$ cat src/rtl/spi_rm_pkg.sv
package spi_rm_pkg;
  localparam int unsigned OFS_CTRL  = 'h00;
  localparam int unsigned OFS_CFG   = 'h04;
  localparam int unsigned OFS_TX    = 'h08;
  localparam int unsigned OFS_RX    = 'h0C;
  localparam int unsigned OFS_CAUSE = 'h10;
  localparam int unsigned OFS_TIM   = 'h18;

  localparam int CTRL_EN_BIT   = 0;
  localparam int CTRL_IDX_LSB  = 2;
  localparam int CFG_WIDE_BIT  = 5;
  localparam int CFG_CPOL_BIT  = 11;
  localparam int CFG_CPHA_BIT  = 12;
  localparam int CFG_TXLSB_BIT = 13;
  localparam int CFG_RXLSB_BIT = 14;
  localparam int TIM_DLY_LSB   = 6;
  localparam logic [1:0] TIM_DLY_RST = 2'd1;

  typedef struct packed {
    logic       cpol;
    logic       cpha;
    logic       tx_lsb;
    logic       rx_lsb;
    logic       wide;
    logic [1:0] dly;
  } spi_cfg_t;
endpackage

$ cat src/rtl/spi_rm_regs.sv
module spi_rm_regs
  import spi_rm_pkg::*;
#(
  parameter int DATA_W = 32,
  parameter int ADDR_W = 5,
  parameter int NUM_CS = 8,
  parameter int WORD_W = 16
) (
  input  logic              clk_i,
  input  logic              rst_ni,
  input  logic              we_i,
  input  logic [ADDR_W-1:0] addr_i,
  input  logic [DATA_W-1:0] wdata_i,
  output logic [DATA_W-1:0] rdata_o,
  output spi_cfg_t          cfg_o,
  output logic              start_o,
  output logic [WORD_W-1:0] tx_word_o,
  input  logic              done_i,
  input  logic [WORD_W-1:0] rx_word_i,
  output logic [NUM_CS-1:0] cs_no
);
  localparam int IDX_W = $clog2(NUM_CS);

  logic             cs_en_q;
  logic [IDX_W-1:0] cs_idx_q;
  logic             cause_q;
  spi_cfg_t         cfg_q;
  logic [NUM_CS-1:0] cs_q;

  logic wr_ctrl, wr_cfg, wr_tim, wr_cause;
  assign wr_ctrl  = we_i && (addr_i == ADDR_W'(OFS_CTRL));
  assign wr_cfg   = we_i && (addr_i == ADDR_W'(OFS_CFG));
  assign wr_tim   = we_i && (addr_i == ADDR_W'(OFS_TIM));
  assign wr_cause = we_i && (addr_i == ADDR_W'(OFS_CAUSE));
  assign start_o  = we_i && (addr_i == ADDR_W'(OFS_TX));
  assign tx_word_o = wdata_i[WORD_W-1:0];
  assign cfg_o = cfg_q;
  assign cs_no = cs_q;

  always_ff @(posedge clk_i or negedge rst_ni) begin
    if (!rst_ni) begin
      cs_en_q  <= 1'b0;
      cs_idx_q <= '0;
      cause_q  <= 1'b0;
      cfg_q    <= '{cpol: 1'b0, cpha: 1'b0, tx_lsb: 1'b0, rx_lsb: 1'b0,
                    wide: 1'b0, dly: TIM_DLY_RST};
    end else begin
      if (wr_ctrl) begin
        cs_en_q  <= wdata_i[CTRL_EN_BIT];
        cs_idx_q <= wdata_i[CTRL_IDX_LSB +: IDX_W];
      end
      if (wr_cfg) begin
        cfg_q.cpol   <= wdata_i[CFG_CPOL_BIT];
        cfg_q.cpha   <= wdata_i[CFG_CPHA_BIT];
        cfg_q.tx_lsb <= wdata_i[CFG_TXLSB_BIT];
        cfg_q.rx_lsb <= wdata_i[CFG_RXLSB_BIT];
        cfg_q.wide   <= wdata_i[CFG_WIDE_BIT];
      end
      if (wr_tim) cfg_q.dly <= wdata_i[TIM_DLY_LSB +: 2];
      if (done_i)        cause_q <= 1'b1;
      else if (wr_cause) cause_q <= 1'b0;
    end
  end

  // one flop per select line: a control write updates all of them on one edge
  for (genvar i = 0; i < NUM_CS; i++) begin : g_cs
    always_ff @(posedge clk_i or negedge rst_ni) begin
      if (!rst_ni)      cs_q[i] <= 1'b1;
      else if (wr_ctrl) cs_q[i] <= !(wdata_i[CTRL_EN_BIT] &&
                                     (wdata_i[CTRL_IDX_LSB +: IDX_W] == IDX_W'(i)));
    end
  end

  always_comb begin
    rdata_o = '0;
    case (addr_i)
      ADDR_W'(OFS_CTRL): begin
        rdata_o[CTRL_EN_BIT] = cs_en_q;
        rdata_o[CTRL_IDX_LSB +: IDX_W] = cs_idx_q;
      end
      ADDR_W'(OFS_CFG): begin
        rdata_o[CFG_CPOL_BIT]  = cfg_q.cpol;
        rdata_o[CFG_CPHA_BIT]  = cfg_q.cpha;
        rdata_o[CFG_TXLSB_BIT] = cfg_q.tx_lsb;
        rdata_o[CFG_RXLSB_BIT] = cfg_q.rx_lsb;
        rdata_o[CFG_WIDE_BIT]  = cfg_q.wide;
      end
      ADDR_W'(OFS_RX):    rdata_o[WORD_W-1:0] = rx_word_i;
      ADDR_W'(OFS_CAUSE): rdata_o[0] = cause_q;
      ADDR_W'(OFS_TIM):   rdata_o[TIM_DLY_LSB +: 2] = cfg_q.dly;
      default:            rdata_o = '0;
    endcase
  end

  logic unused_wdata;
  assign unused_wdata = &{1'b0, wdata_i};
endmodule

$ cat src/rtl/spi_rm_shift.sv
module spi_rm_shift
  import spi_rm_pkg::*;
#(
  parameter int WORD_W = 16
) (
  input  logic              clk_i,
  input  logic              rst_ni,
  input  logic              tick_i,
  input  logic              start_i,
  input  logic [WORD_W-1:0] tx_word_i,
  input  spi_cfg_t          cfg_i,
  input  logic              miso_i,
  output logic              sck_o,
  output logic              mosi_o,
  output logic              busy_o,
  output logic              done_o,
  output logic [WORD_W-1:0] rx_word_o
);
  localparam int BIT_W = $clog2(WORD_W + 1);
  localparam int CNT_W = BIT_W + 1;
  localparam int POS_W = $clog2(WORD_W);

  function automatic logic [POS_W-1:0] bit_pos(input logic [BIT_W-1:0] k,
                                               input logic lsb, input logic wide);
    logic [BIT_W-1:0] n, r;
    n = wide ? BIT_W'(WORD_W) : BIT_W'(WORD_W / 2);
    r = lsb ? k : (n - k - BIT_W'(1));
    return r[POS_W-1:0];
  endfunction

  logic              busy_q, lvl_q, mosi_q, pend_q, done_q;
  logic [CNT_W-1:0]  edge_q;
  logic [BIT_W-1:0]  ntx_q, nrx_q;
  logic [1:0]        dcnt_q;
  spi_cfg_t          snap_q;
  logic [WORD_W-1:0] tx_q, acc_q, rx_q;

  logic [BIT_W-1:0] n_bits;
  logic [CNT_W-1:0] n_edges;
  logic edge_ok, samp_edge, drv_edge, cap_now, finish;

  assign n_bits    = snap_q.wide ? BIT_W'(WORD_W) : BIT_W'(WORD_W / 2);
  assign n_edges   = {n_bits, 1'b0};
  assign edge_ok   = busy_q && tick_i && (edge_q != n_edges);
  // even edges lead; CPHA=0 samples on leading edges, CPHA=1 on trailing
  assign samp_edge = edge_ok && (edge_q[0] == snap_q.cpha);
  assign drv_edge  = edge_ok && !samp_edge;
  assign cap_now   = (samp_edge && (snap_q.dly == 2'd0)) || (pend_q && (dcnt_q == 2'd1));
  assign finish    = busy_q && (edge_q == n_edges) && (nrx_q == n_bits) && !pend_q;

  always_ff @(posedge clk_i or negedge rst_ni) begin
    if (!rst_ni) begin
      busy_q <= 1'b0; lvl_q <= 1'b0; mosi_q <= 1'b0; pend_q <= 1'b0; done_q <= 1'b0;
      edge_q <= '0; ntx_q <= '0; nrx_q <= '0; dcnt_q <= '0;
      snap_q <= '0; tx_q <= '0; acc_q <= '0; rx_q <= '0;
    end else begin
      done_q <= 1'b0;
      if (start_i && !busy_q) begin
        busy_q <= 1'b1;
        lvl_q  <= 1'b0;
        edge_q <= '0;
        nrx_q  <= '0;
        pend_q <= 1'b0;
        snap_q <= cfg_i;
        tx_q   <= tx_word_i;
        acc_q  <= '0;
        if (!cfg_i.cpha) begin
          mosi_q <= tx_word_i[bit_pos('0, cfg_i.tx_lsb, cfg_i.wide)];
          ntx_q  <= BIT_W'(1);
        end else begin
          ntx_q  <= '0;
        end
      end else if (busy_q) begin
        if (edge_ok) begin
          lvl_q  <= ~lvl_q;
          edge_q <= edge_q + CNT_W'(1);
        end
        if (drv_edge && (ntx_q < n_bits)) begin
          mosi_q <= tx_q[bit_pos(ntx_q, snap_q.tx_lsb, snap_q.wide)];
          ntx_q  <= ntx_q + BIT_W'(1);
        end
        if (samp_edge && (snap_q.dly != 2'd0)) begin
          pend_q <= 1'b1;
          dcnt_q <= snap_q.dly;
        end else if (pend_q) begin
          if (dcnt_q == 2'd1) pend_q <= 1'b0;
          dcnt_q <= dcnt_q - 2'd1;
        end
        if (cap_now) begin
          acc_q[bit_pos(nrx_q, snap_q.rx_lsb, snap_q.wide)] <= miso_i;
          nrx_q <= nrx_q + BIT_W'(1);
        end
        if (finish) begin
          busy_q <= 1'b0;
          done_q <= 1'b1;
          rx_q   <= acc_q;
        end
      end
    end
  end

  assign sck_o     = (busy_q ? snap_q.cpol : cfg_i.cpol) ^ lvl_q;
  assign mosi_o    = mosi_q;
  assign busy_o    = busy_q;
  assign done_o    = done_q;
  assign rx_word_o = rx_q;
endmodule

$ cat src/rtl/spi_rm_master.sv
module spi_rm_master
  import spi_rm_pkg::*;
#(
  parameter int DATA_W = 32,
  parameter int ADDR_W = 5,
  parameter int NUM_CS = 8,
  parameter int WORD_W = 16
) (
  input  logic              clk_i,
  input  logic              rst_ni,
  input  logic              tick_i,
  input  logic              we_i,
  input  logic [ADDR_W-1:0] addr_i,
  input  logic [DATA_W-1:0] wdata_i,
  output logic [DATA_W-1:0] rdata_o,
  output logic              sck_o,
  output logic              mosi_o,
  input  logic              miso_i,
  output logic [NUM_CS-1:0] cs_no
);
  spi_cfg_t          cfg;
  logic              start, done, busy;
  logic [WORD_W-1:0] tx_word, rx_word;

  spi_rm_regs #(
    .DATA_W(DATA_W), .ADDR_W(ADDR_W), .NUM_CS(NUM_CS), .WORD_W(WORD_W)
  ) u_regs (
    .clk_i, .rst_ni, .we_i, .addr_i, .wdata_i, .rdata_o,
    .cfg_o(cfg), .start_o(start), .tx_word_o(tx_word),
    .done_i(done), .rx_word_i(rx_word), .cs_no
  );

  spi_rm_shift #(.WORD_W(WORD_W)) u_eng (
    .clk_i, .rst_ni, .tick_i, .start_i(start), .tx_word_i(tx_word),
    .cfg_i(cfg), .miso_i, .sck_o, .mosi_o, .busy_o(busy), .done_o(done),
    .rx_word_o(rx_word)
  );

  logic unused_busy;
  assign unused_busy = busy;
endmodule

$ cat config.mk
export PLATFORM = sky130hd
export DESIGN_NAME = spi_rm_master
export DESIGN_NICKNAME = d
export VERILOG_FILES = /design/src/rtl/spi_rm_pkg.sv /design/src/rtl/spi_rm_regs.sv /design/src/rtl/spi_rm_shift.sv /design/src/rtl/spi_rm_master.sv
export SDC_FILE = /design/constraint.sdc
export NUM_CORES = 1
export LEC_CHECK = 0
export ABC_AREA = 1
export BUFFER_PORTS_ARGS = -buffer_cell sky130_fd_sc_hd__buf_2
export CORE_UTILIZATION = 57
export CTS_CLUSTER_DIAMETER = 60
export DETAILED_ROUTE_END_ITERATION = 6
export HOLD_SLACK_MARGIN = 0.05
export PLACE_DENSITY_LB_ADDON = 0.25
export SLEW_MARGIN = 20
export SYNTH_ARGS = -nofsm -noshare
export SYNTH_HDL_FRONTEND = slang
export SYNTH_HIERARCHICAL = 1
export SYNTH_SLANG_ARGS = --single-unit
$ cat constraint.sdc
create_clock -name clk_i -period 2.2 [get_ports clk_i]
set_input_delay 0 -clock clk_i [delete_from_list [all_inputs] [get_ports clk_i]]
set_output_delay 0 -clock clk_i [all_outputs]
set_load 0.03 [all_outputs]
==> results by stage, run 1 <==
Run status:
- The flow ran to the end, and the final reports show no timing, DRC or antenna violations.

Pwr:
- The fraction of power consumed by the clock network is 24.7%.
- The internal power is 3.56 mW.
- IR analysis of the VDD net gives a maximum drop of 0.000422 V.
- In this run switching power makes up 36.7% of total power.
- Combinational cells account for 30.8% of the total power.
- Dividing total power by cell area gives a power density of 907 nW/um2.
- Sequential cells burn 44.4% of the power.
- The analysis attributes to net switching a power of 2.07 mW.
- The static leakage is 3.23 nW.
- The total power of the final layout is 5.62 mW.

Clocking:
- The total CTS buffers is 9.
- The H-tree was split into 3 levels.
- The clock input transition at the sequential cells of the worst setup and hold paths is 0.10 ns.
- The clock passes through at most 2 buffers.
- The post-CTS setup-driven buffer insertion count is 0.
- The tree built by TritonCTS fans out to 98 sinks.
- The later pin in the worst-skew pair is clocked with a latency of 0.37 ns.
- The cell sitting at the root of the clock tree is a sky130_fd_sc_hd__clkbuf_8.
- TritonCTS built the clock tree.

Floorplanning:
- The die area is 10100 um2.
- The floorplan step defined a core boundary enclosing 9330 um2.
- The die extent in y is 101 um.
- The number of rows in the core area is 35.
- The I/O pin total is 84.
- For this configuration, the core starts out at a cell density of 59.3%.
- From left edge to right edge, the die measures 101 um.

Cells and area:
- The number of nets in the layout is 832.
- The repair_antennas step left the layout with diodes totalling 0.
- The layout overhead on the synthesized area is 12.1%.
- The utilization after layout is 66.5%.
- The share of cells above drive strength 1 is 14.0%.

Drt:
- After detailed routing, the number of remaining DRC violations is 0.
- The first routing iteration left 240 violations.
- The routed length on met3 is 446 um.
- After detailed routing, the number of vias per cell comes to 5.17.
- The number of search-and-repair iterations in the first detailed-routing pass is 5.
- The final route contains 4732 vias.
- The total length of routed wires is 12000 um.
- Once detail routing completed, the nets flagged for antenna violations numbered 0.
- After detailed routing, no signal wire sits above met4.
- The met1 layer wirelength in the final routing is 5530 um.
- After detailed routing, the average wire length per cell comes to 13.1 um.
- The routed design uses 5850 um of met2 wire.

Synthesis:
- Yosys mapped a number of flops with a built-in enable equal to 0.
- Synthesis handed over a netlist of 729 instances.
- In this run the mean area of a mapped cell was 7.59 um2.
- The synthesized area is 5530 um2.
- Among all flip-flop cells after synthesis, the most frequent one is sky130_fd_sc_hd__dfrtp_1.
- Summing the sequential cell areas from Yosys gives 44.5% of the chip area.
- The netlist uses 38 different library cells.
- The fraction of registers with async set/reset is 100%.
- After synthesis the netlist holds a flip-flop and latch count of 98.
- During synthesis, Yosys emitted a total of 6 warnings.

STA:
- Setup repair after global routing could not meet its margin everywhere.
- The share of the clock period used by the worst path after layout is 98.9%.
- Setup violations remaining at the end of the flow were counted as 0.
- The hold violation count in the final report is 0.
- The final max-slew violation count is 0.
- Across all hold checks on the routed design, the worst slack comes to 0.0799 ns.
- The smallest clock period supported by the final layout is computed as 2.18 ns.
- The maximum operating frequency is 460 MHz.
- The clock arrives with 0.0163 ns of skew.

Global routing:
- The pin count of the biggest net entering global routing is 75.
- The number of global-route vias before repair is 4561.
- Global routing finished with a remaining overflow of 0.
- The initial antenna violation count is 0.
- Across every metal layer, demand over resource in global routing totals 25.4%.
- The first-pass GRT wire length is 20300 um.

Flow run:
- The tool flagged a number of max-cap violations equal to 0.

Worst setup path:
- The endpoint required time on the critical path is 2.51 ns.
- The element type at the critical path start is an input pin.
- The type of element capturing the critical path is a flip-flop.
- STA puts the critical path data arrival time at 2.49 ns.
- The path type of the worst setup path is in -> reg.
- Of all nets on the critical path, the largest fanout is 4.

Placement:
- The port buffer count is 51.
- The sum of net half-perimeters after detailed placement is 8010 um.
- Routability-driven placement finished with a final weighted congestion of 0.841.

Hold path:
- The class of the worst hold path is in -> async.
-- routing by layer --
metal  vias up  GRT usage [%]
li1       2363              -
met4         0           7.92
met2       130           44.9
met3        19           3.12
met1      2220           32.5
met5         -              0
-- metrics by stage --
step / std cells / setup TNS, ns / cell area (um2) / setup slack [ns]
2_1_floorplan: 744 / 0 / 5590 / 0.401
3_3_place_gp: 875 / 0 / 5710 / 0.302
3_5_place_dp: 875 / 0 / 5710 / 0.230
4_1_cts: 916 / 0 / 6200 / 0.104
5_1_grt: 916 / -0.0712 / 6200 / -0.0412
6_report: 916 / 0 / 6200 / 0.0250
-- repair_timing --
action	4_1_cts	5_1_grt
endpoints found under the setup margin	0	5
endpoints found under the hold margin	133	0
hold buffers	25	0
gates resized for setup	0	1
-- worst max-delay path, stage by stage --
cell and delay [ns]:
sky130_fd_sc_hd__dlygate4sd3_1 0.54, sky130_fd_sc_hd__buf_2 0.15, sky130_fd_sc_hd__inv_1 0.12, sky130_fd_sc_hd__nand2_1 0.10, sky130_fd_sc_hd__nor2_1 0.25, sky130_fd_sc_hd__nand4_1 0.13, sky130_fd_sc_hd__dlygate4sd3_1 0.58, sky130_fd_sc_hd__nand2_1 0.06
sky130_fd_sc_hd__dlygate4sd3_1 0.55
-- path summary, 6_finish.rpt --
path / start / end / slack [ns] / cells after the start
max: addr_i[2] / u_regs/cfg_o[0]$_DFFE_PN1P_ / 0.02 / 9
min: rst_ni / u_eng/tx_q[9]$_DFFE_PN0P_ / 0.08 / 2
max in group asynchronous: rst_ni / u_regs/cfg_o[0]$_DFFE_PN1P_ / 1.39 / 3
min reg2reg: u_eng/done_o$_DFF_PN0_ / u_regs/cause_q$_DFFE_PN0P_ / 0.45 / 2
max reg2reg: u_eng/edge_q[0]$_DFFE_PN0P_ / u_eng/acc_q[7]$_DFFE_PN0P_ / 0.18 / 11
min in group clk_i: addr_i[1] / u_regs/cfg_o[1]$_DFFE_PN0P_ / 0.13 / 5
-- logic make-up after synthesis --
group / Yosys count / synth area share (%)
simple gates: 375 / 29.8
buf+inv: 154 / 13.6
flops: 98 / 44.5
compound gates: 81 / 8.28
xor+xnor: 12 / 1.90
fa+ha+maj: 8 / 1.81
other cells: 1 / 0.0678
-- power groups by stage --
| stage | logic [mW] | registers, mW | clock network [mW] |
|---|---|---|---|
| floorplan | 1.29 | 2.53 | 0 |
| CTS | 1.73 | 2.50 | 1.43 |
| detailed placement | 1.67 | 2.53 | 0 |
| global route | 1.99 | 2.55 | 1.50 |
| finish | 1.73 | 2.50 | 1.39 |
| global placement | 1.61 | 2.51 | 0 |
-- Yosys cell counts, types with 4 or more instances --
master                     count  area share [%]
sky130_fd_sc_hd__o21ai_1      13             1.2
sky130_fd_sc_hd__dfrtp_1      89              40
sky130_fd_sc_hd__ha_1          8             1.8
sky130_fd_sc_hd__xor2_1       10             1.6
sky130_fd_sc_hd__buf_2         4            0.36
sky130_fd_sc_hd__nor2_1       35             2.4
sky130_fd_sc_hd__nand2_1     228              15
sky130_fd_sc_hd__dfstp_2       9             4.3
sky130_fd_sc_hd__buf_6         6             1.2
sky130_fd_sc_hd__o21ai_0      48             4.3
sky130_fd_sc_hd__nand3_1      63             5.7
sky130_fd_sc_hd__a21oi_1       8            0.72
sky130_fd_sc_hd__buf_4        33             4.5
sky130_fd_sc_hd__clkbuf_1     17             1.2
sky130_fd_sc_hd__nand4_1      31             3.5
sky130_fd_sc_hd__nand2_2       5            0.57
sky130_fd_sc_hd__inv_1        90             6.1
-- sequential cells by signal, indices dropped and copies added (netlist names), 2 cells and up --
signal,cells
u_eng/nrx_q,5
u_eng/ntx_q,5
u_regs/cfg_o,7
u_regs/cs_no,8
u_eng/rx_word_o,16
u_eng/acc_q,16
u_eng/snap_q,7
u_eng/edge_q,6
u_eng/dcnt_q,2
u_eng/tx_q,16
u_regs/cs_idx_q,3
-- area by class of cell --
cell class / count / area (um2)
multi-input cells: 492 / 2380
repair buffers: 87 / 603
clock inverters: 6 / 114
fillers: 791 / 3130
flip-flops and latches: 98 / 2460
clock buffers: 10 / 128
inverters: 94 / 353
well taps: 129 / 161
-- cell usage in the layout (no fill, tap or decap), types with 2 or more instances in the layout --
cell / count
sky130_fd_sc_hd__nand2_1: 227
sky130_fd_sc_hd__inv_1: 90
sky130_fd_sc_hd__dfrtp_1: 89
sky130_fd_sc_hd__nand3_1: 63
sky130_fd_sc_hd__buf_2: 50
sky130_fd_sc_hd__o21ai_0: 48
sky130_fd_sc_hd__nor2_1: 34
sky130_fd_sc_hd__nand4_1: 31
sky130_fd_sc_hd__dlygate4sd3_1: 25
sky130_fd_sc_hd__conb_1: 16
sky130_fd_sc_hd__o21ai_1: 13
sky130_fd_sc_hd__buf_4: 11
sky130_fd_sc_hd__xor2_1: 10
sky130_fd_sc_hd__clkbuf_8: 9
sky130_fd_sc_hd__dfstp_2: 9
sky130_fd_sc_hd__a21oi_1: 8
sky130_fd_sc_hd__ha_1: 8
sky130_fd_sc_hd__nand2_2: 6
sky130_fd_sc_hd__bufinv_16: 3
sky130_fd_sc_hd__inv_2: 3
sky130_fd_sc_hd__nor2_2: 3
sky130_fd_sc_hd__nor3_1: 3
sky130_fd_sc_hd__nor2_4: 3
sky130_fd_sc_hd__o21ai_2: 3
sky130_fd_sc_hd__clkinvlp_4: 2
sky130_fd_sc_hd__xnor2_1: 2
sky130_fd_sc_hd__o22ai_1: 2
No activity file was read; power rests on OpenSTA's default activity.
==> inputs of run 2 (changes only) <==
--- a/config.mk
+++ b/config.mk
@@ -5,7 +5,6 @@
 export SDC_FILE = /design/constraint.sdc
 export NUM_CORES = 1
 export LEC_CHECK = 0
-export ABC_AREA = 1
 export BUFFER_PORTS_ARGS = -buffer_cell sky130_fd_sc_hd__buf_2
 export CORE_UTILIZATION = 57
 export CTS_CLUSTER_DIAMETER = 60
==> run 2 against run 1 <==
  * Via count is 16% lower
  * Clock skew fell by 0.0041 ns
  * Area after synthesis fell by 3.9%
  * Routed wire length is 5.9% lower
  * Combinational power rose by 9%
  * Critical path depth is 2 lower
  * Worst hold slack gained 0.00051 ns
  * Sequential power up 8%
  * First-iteration DRC count down 10%
  * Non-clock buffer count decreased by 1
  * Cell count shrank 24%
  * Core utilization rose by 0.55 points
  * Critical path type is now in -> out
  * Largest power group unchanged
  * Highest routed layer unchanged
==> results by stage, run 2 <==
Placement:
- The pre-CTS setup slack came to 0.140 ns (-0.0899 ns).
- The port buffer count is 51 (unchanged).
- The placer's final routability congestion estimate was 0.902 (+7.4%).
- The sum of net half-perimeters after detailed placement is 7710 um (-3.6%).

Pwr:
- The static leakage is 2.88 nW (-11%).
- The peak ir drop on the vdd network came to 0.000431 V (+2.3%).
- The ratio of total power to cell area is 990 nW/um2 (+9.1%).

Cells and area:
- The layout overhead on the synthesized area came to 12.0% (about the same).
- The area taken by flip-flops and latches is 2460 um2 (unchanged).
- The number of nets in the layout is 633 (-24%).
- The area taken by multi-input logic gates is 2480 um2 (+4.3%).
- The share of cells above drive strength 1 is 25.3% (+11 points).
- The diode insertion count for antenna repair was 0 (unchanged).
- The utilization after layout is 67.0% (+0.55 points).
- The number of inserted filler cells in the final layout is 693 (-12%).
- In the layout the commonest cells are 89 x sky130_fd_sc_hd__nand2_1, 89 x sky130_fd_sc_hd__dfrtp_1, 50 x sky130_fd_sc_hd__buf_2, 38 x sky130_fd_sc_hd__mux2_2, 27 x sky130_fd_sc_hd__o21ai_0.

Worst setup path:
- The path type of the worst setup path is in -> out.
- The endpoint required time on the critical path is 2.20 ns (-0.31 ns).
- The critical path arrival was 2.05 ns (-0.44 ns).
- STA classifies the critical path startpoint as an input pin.
- The highest fanout seen on the critical path is 12 (+8).
- The type of element capturing the critical path is an output pin.

Synthesis:
- After synthesis, the largest family of logic cells by area is simple AND/OR/NAND/NOR gates.
- The flop and latch count out of synthesis is 98 (unchanged).
- The distinct cell type count after synthesis is 59 (+55%).
- The area fraction in compound gates after synthesis came to 12.1% (+3.8 points).
- The number of standard cells after synthesis is 528 (-28%).
- The post-synthesis xor/xnor area fraction is 1.81% (-0.088 points).
- The sequential area share after synthesis is 46.3% (+1.8 points).
- Ranked by total cell area, the synthesized netlist is headed by sky130_fd_sc_hd__dfrtp_1 42%, sky130_fd_sc_hd__mux2_2 8.0%, sky130_fd_sc_hd__nand2_1 6.3%, sky130_fd_sc_hd__buf_4 4.7%, sky130_fd_sc_hd__mux2i_1 4.5%.
- The adder-cell share of the synthesized area is 1.88% (+0.073 points).
- The number of flops mapped to enable cells by yosys is 0 (unchanged).
- The synthesized area was 5320 um2 (-3.9%).
- Among all flip-flop cells after synthesis, the most frequent one is sky130_fd_sc_hd__dfrtp_1.
- Of all cell types, the one taking the most synthesized area is sky130_fd_sc_hd__dfrtp_1.
- The portion of netlist area occupied by mux cells came to 12.8% (+13 points).
- The post-synthesis share of cell area spent on and, or, nand and nor gates is 16.8% (-13 points).
- Sorting the synthesized cells by how often they occur yields 89 x sky130_fd_sc_hd__dfrtp_1, 89 x sky130_fd_sc_hd__nand2_1, 38 x sky130_fd_sc_hd__mux2_2.
- The proportion of netlist area held by the largest area contributor is 41.9% (+1.6 points).
- The yosys synthesis warning count came to 6 (unchanged).
- The average size of a mapped cell is 10.1 um2 (+33%).
- The fraction of registers with async set/reset was 100% (unchanged).

Drt:
- The DRC violation total after the first TritonRoute iteration is 216 (-10%).
- The residual antenna-violating net count after detailed routing is 0 (unchanged).
- The final routed DRC violation total is 0 (unchanged).
- The ratio of routed vias to standard cells is 5.72 (+11%).
- The total length of routed wires is 11300 um (-5.9%).
- The number of search-and-repair iterations in the first detailed-routing pass came to 5 (unchanged).
- The via count is 3979 (-16%).
- The routed wire length per instance is 16.2 um (+24%).

Floorplanning:
- The I/O pin total was 84 (unchanged).
- The die area came to 9720 um2 (-3.8%).
- The width of the die came to 98.6 um (-1.9%).
- The number of rows in the core area is 34 (-2.9%).
- The initial core utilization is 59.8% (+0.51 points).
- The die extent in y is 98.6 um (-1.9%).
- The placeable core region is 8890 um2 (-4.7%).

STA:
- The maximum operating frequency is 489 MHz (+6.4%).
- The sum of negative setup slack is 0 ns (unchanged).
- The share of the clock period used by the worst path after layout is 93.0% (-5.9 points).
- For the pin with the worst max-slew slack, the measured transition is 0.530 ns.
- Setup repair after global routing left no endpoint under its margin.
- The smallest setup slack after layout is 0.155 ns (+0.130 ns).
- The final max-slew violation count was 0 (unchanged).
- Headroom to the max-slew limit came out at 64.7%.
- The clock skew after layout is 0.0122 ns (-0.00409 ns).
- The hold violation count in the final report is 0 (unchanged).
- The number of setup violations in the final report is 0 (unchanged).
- The clock period minus worst slack was 2.05 ns (-0.130 ns).

Hold path:
- The worst hold path belongs to the class in -> async.

Global routing:
- The first-pass GRT wire length is 19200 um (-5.6%).
- The pin count of the biggest net entering global routing is 50 (-33%).
- The initial antenna violation count is 0 (unchanged).
- The sum of overflow across all layers after global routing is 0 (unchanged).
- The number of global-route vias before repair is 3942 (-14%).
- The global-route usage over all layers is 25.1% (-0.29 points).

Clocking:
- TritonCTS built the clock tree.
- The total CTS buffers is 9 (unchanged).
- Clock tree synthesis selected as its root buffer the cell sky130_fd_sc_hd__clkbuf_8.
- The clock input transition at the sequential cells of the worst setup and hold paths was 0.09 ns (about the same).
- The latest clock arrival within the worst-skew pair is 0.37 ns (about the same).
- The deepest level of the CTS H-tree is 3 (unchanged).
- The number of sinks on the clock net came to 98 (unchanged).
- The clock tree buffer depth is 2 (unchanged).

Flow run:
- The number of max-cap violations is 0 (unchanged).

Run status:
- The run finished with clean final reports.
run 2: stage by stage:
step | instances | instance area (um2) | hold slack (ns) | power [mW]
6_report | 696 | 5960 | 0.0804 | 5.90
5_1_grt | 696 | 5960 | 0.106 | 6.29
4_1_cts | 696 | 5960 | 0.0680 | 5.92
3_5_place_dp | 659 | 5520 | -0.0638 | 4.54
3_3_place_gp | 659 | 5520 | -0.0669 | 4.44
2_1_floorplan | 543 | 5370 | -0.296 | 4.07
run 2: what timing repair did:
item | in CTS | in global routing
hold buffers | 21 | 0
endpoints found under the setup margin | 0 | 9
buffers inserted | 0 | 0
endpoints found under the hold margin | 122 | 0
gates resized for setup | 0 | 1
run 2: cells by family (layout without fill, tap and decap cells):
kind of cell    Yosys count  in the layout
simple gates            182            182
flops                    98             98
compound gates           94             94
buf+inv                  71            116
mux                      63             63
xor+xnor                 11             11
fa+ha+maj                 8              8
other cells               1             16
run 2: per-layer routing:
layer	track usage [%]	wire [um]	up-vias
met2	41.6	5510	109
met4	7.92	206	0
li1	-	-	1906
met1	33.8	5120	1948
met5	0	0	-
met3	4.33	458	16
run 2: final timing paths:
| path | slack [ns] | startpoint | cells past startpoint | end |
|---|---|---|---|---|
| max | 0.15 | addr_i[1] | 7 | rdata_o[3] |
| min | 0.08 | rst_ni | 2 | u_eng/edge_q[2]$_DFFE_PN0P_ |
| max reg2reg | 0.16 | u_eng/snap_q[2]$_DFFE_PN0P_ | 6 | u_eng/mosi_o$_DFFE_PN0P_ |
| min reg2reg | 0.44 | u_eng/done_o$_DFF_PN0_ | 1 | u_regs/cause_q$_DFFE_PN0P_ |
| max in group asynchronous | 1.42 | rst_ni | 3 | u_regs/cs_no[5]$_DFFE_PN1P_ |
| min in group clk_i | 0.10 | addr_i[2] | 4 | u_regs/cause_q$_DFFE_PN0P_ |
run 2: report_power, final:
group | internal [mW] | switching, mW | total (mW)
Clock | 0.660 | 0.665 | 1.33
Sequential | 2.24 | 0.452 | 2.69
Combinational | 0.813 | 1.07 | 1.88
run 2: cell type report:
class | instances | share of cell area (%)
Multi-Input combinational cell | 374 | 41.6
Sequential cell | 98 | 41.3
Timing Repair Buffer | 86 | 10.0
Tap cell | 108 | 2.27
Clock buffer | 9 | 2.08
Clock inverter | 7 | 1.76
Inverter | 14 | 0.882
run 2: worst max-delay path: stages:
cell                            delay (ns)
sky130_fd_sc_hd__dlygate4sd3_1        0.54
sky130_fd_sc_hd__buf_2                0.15
sky130_fd_sc_hd__nor3b_2              0.28
sky130_fd_sc_hd__nor2b_1              0.43
sky130_fd_sc_hd__buf_4                0.29
sky130_fd_sc_hd__a22o_1               0.16
sky130_fd_sc_hd__buf_2                0.20
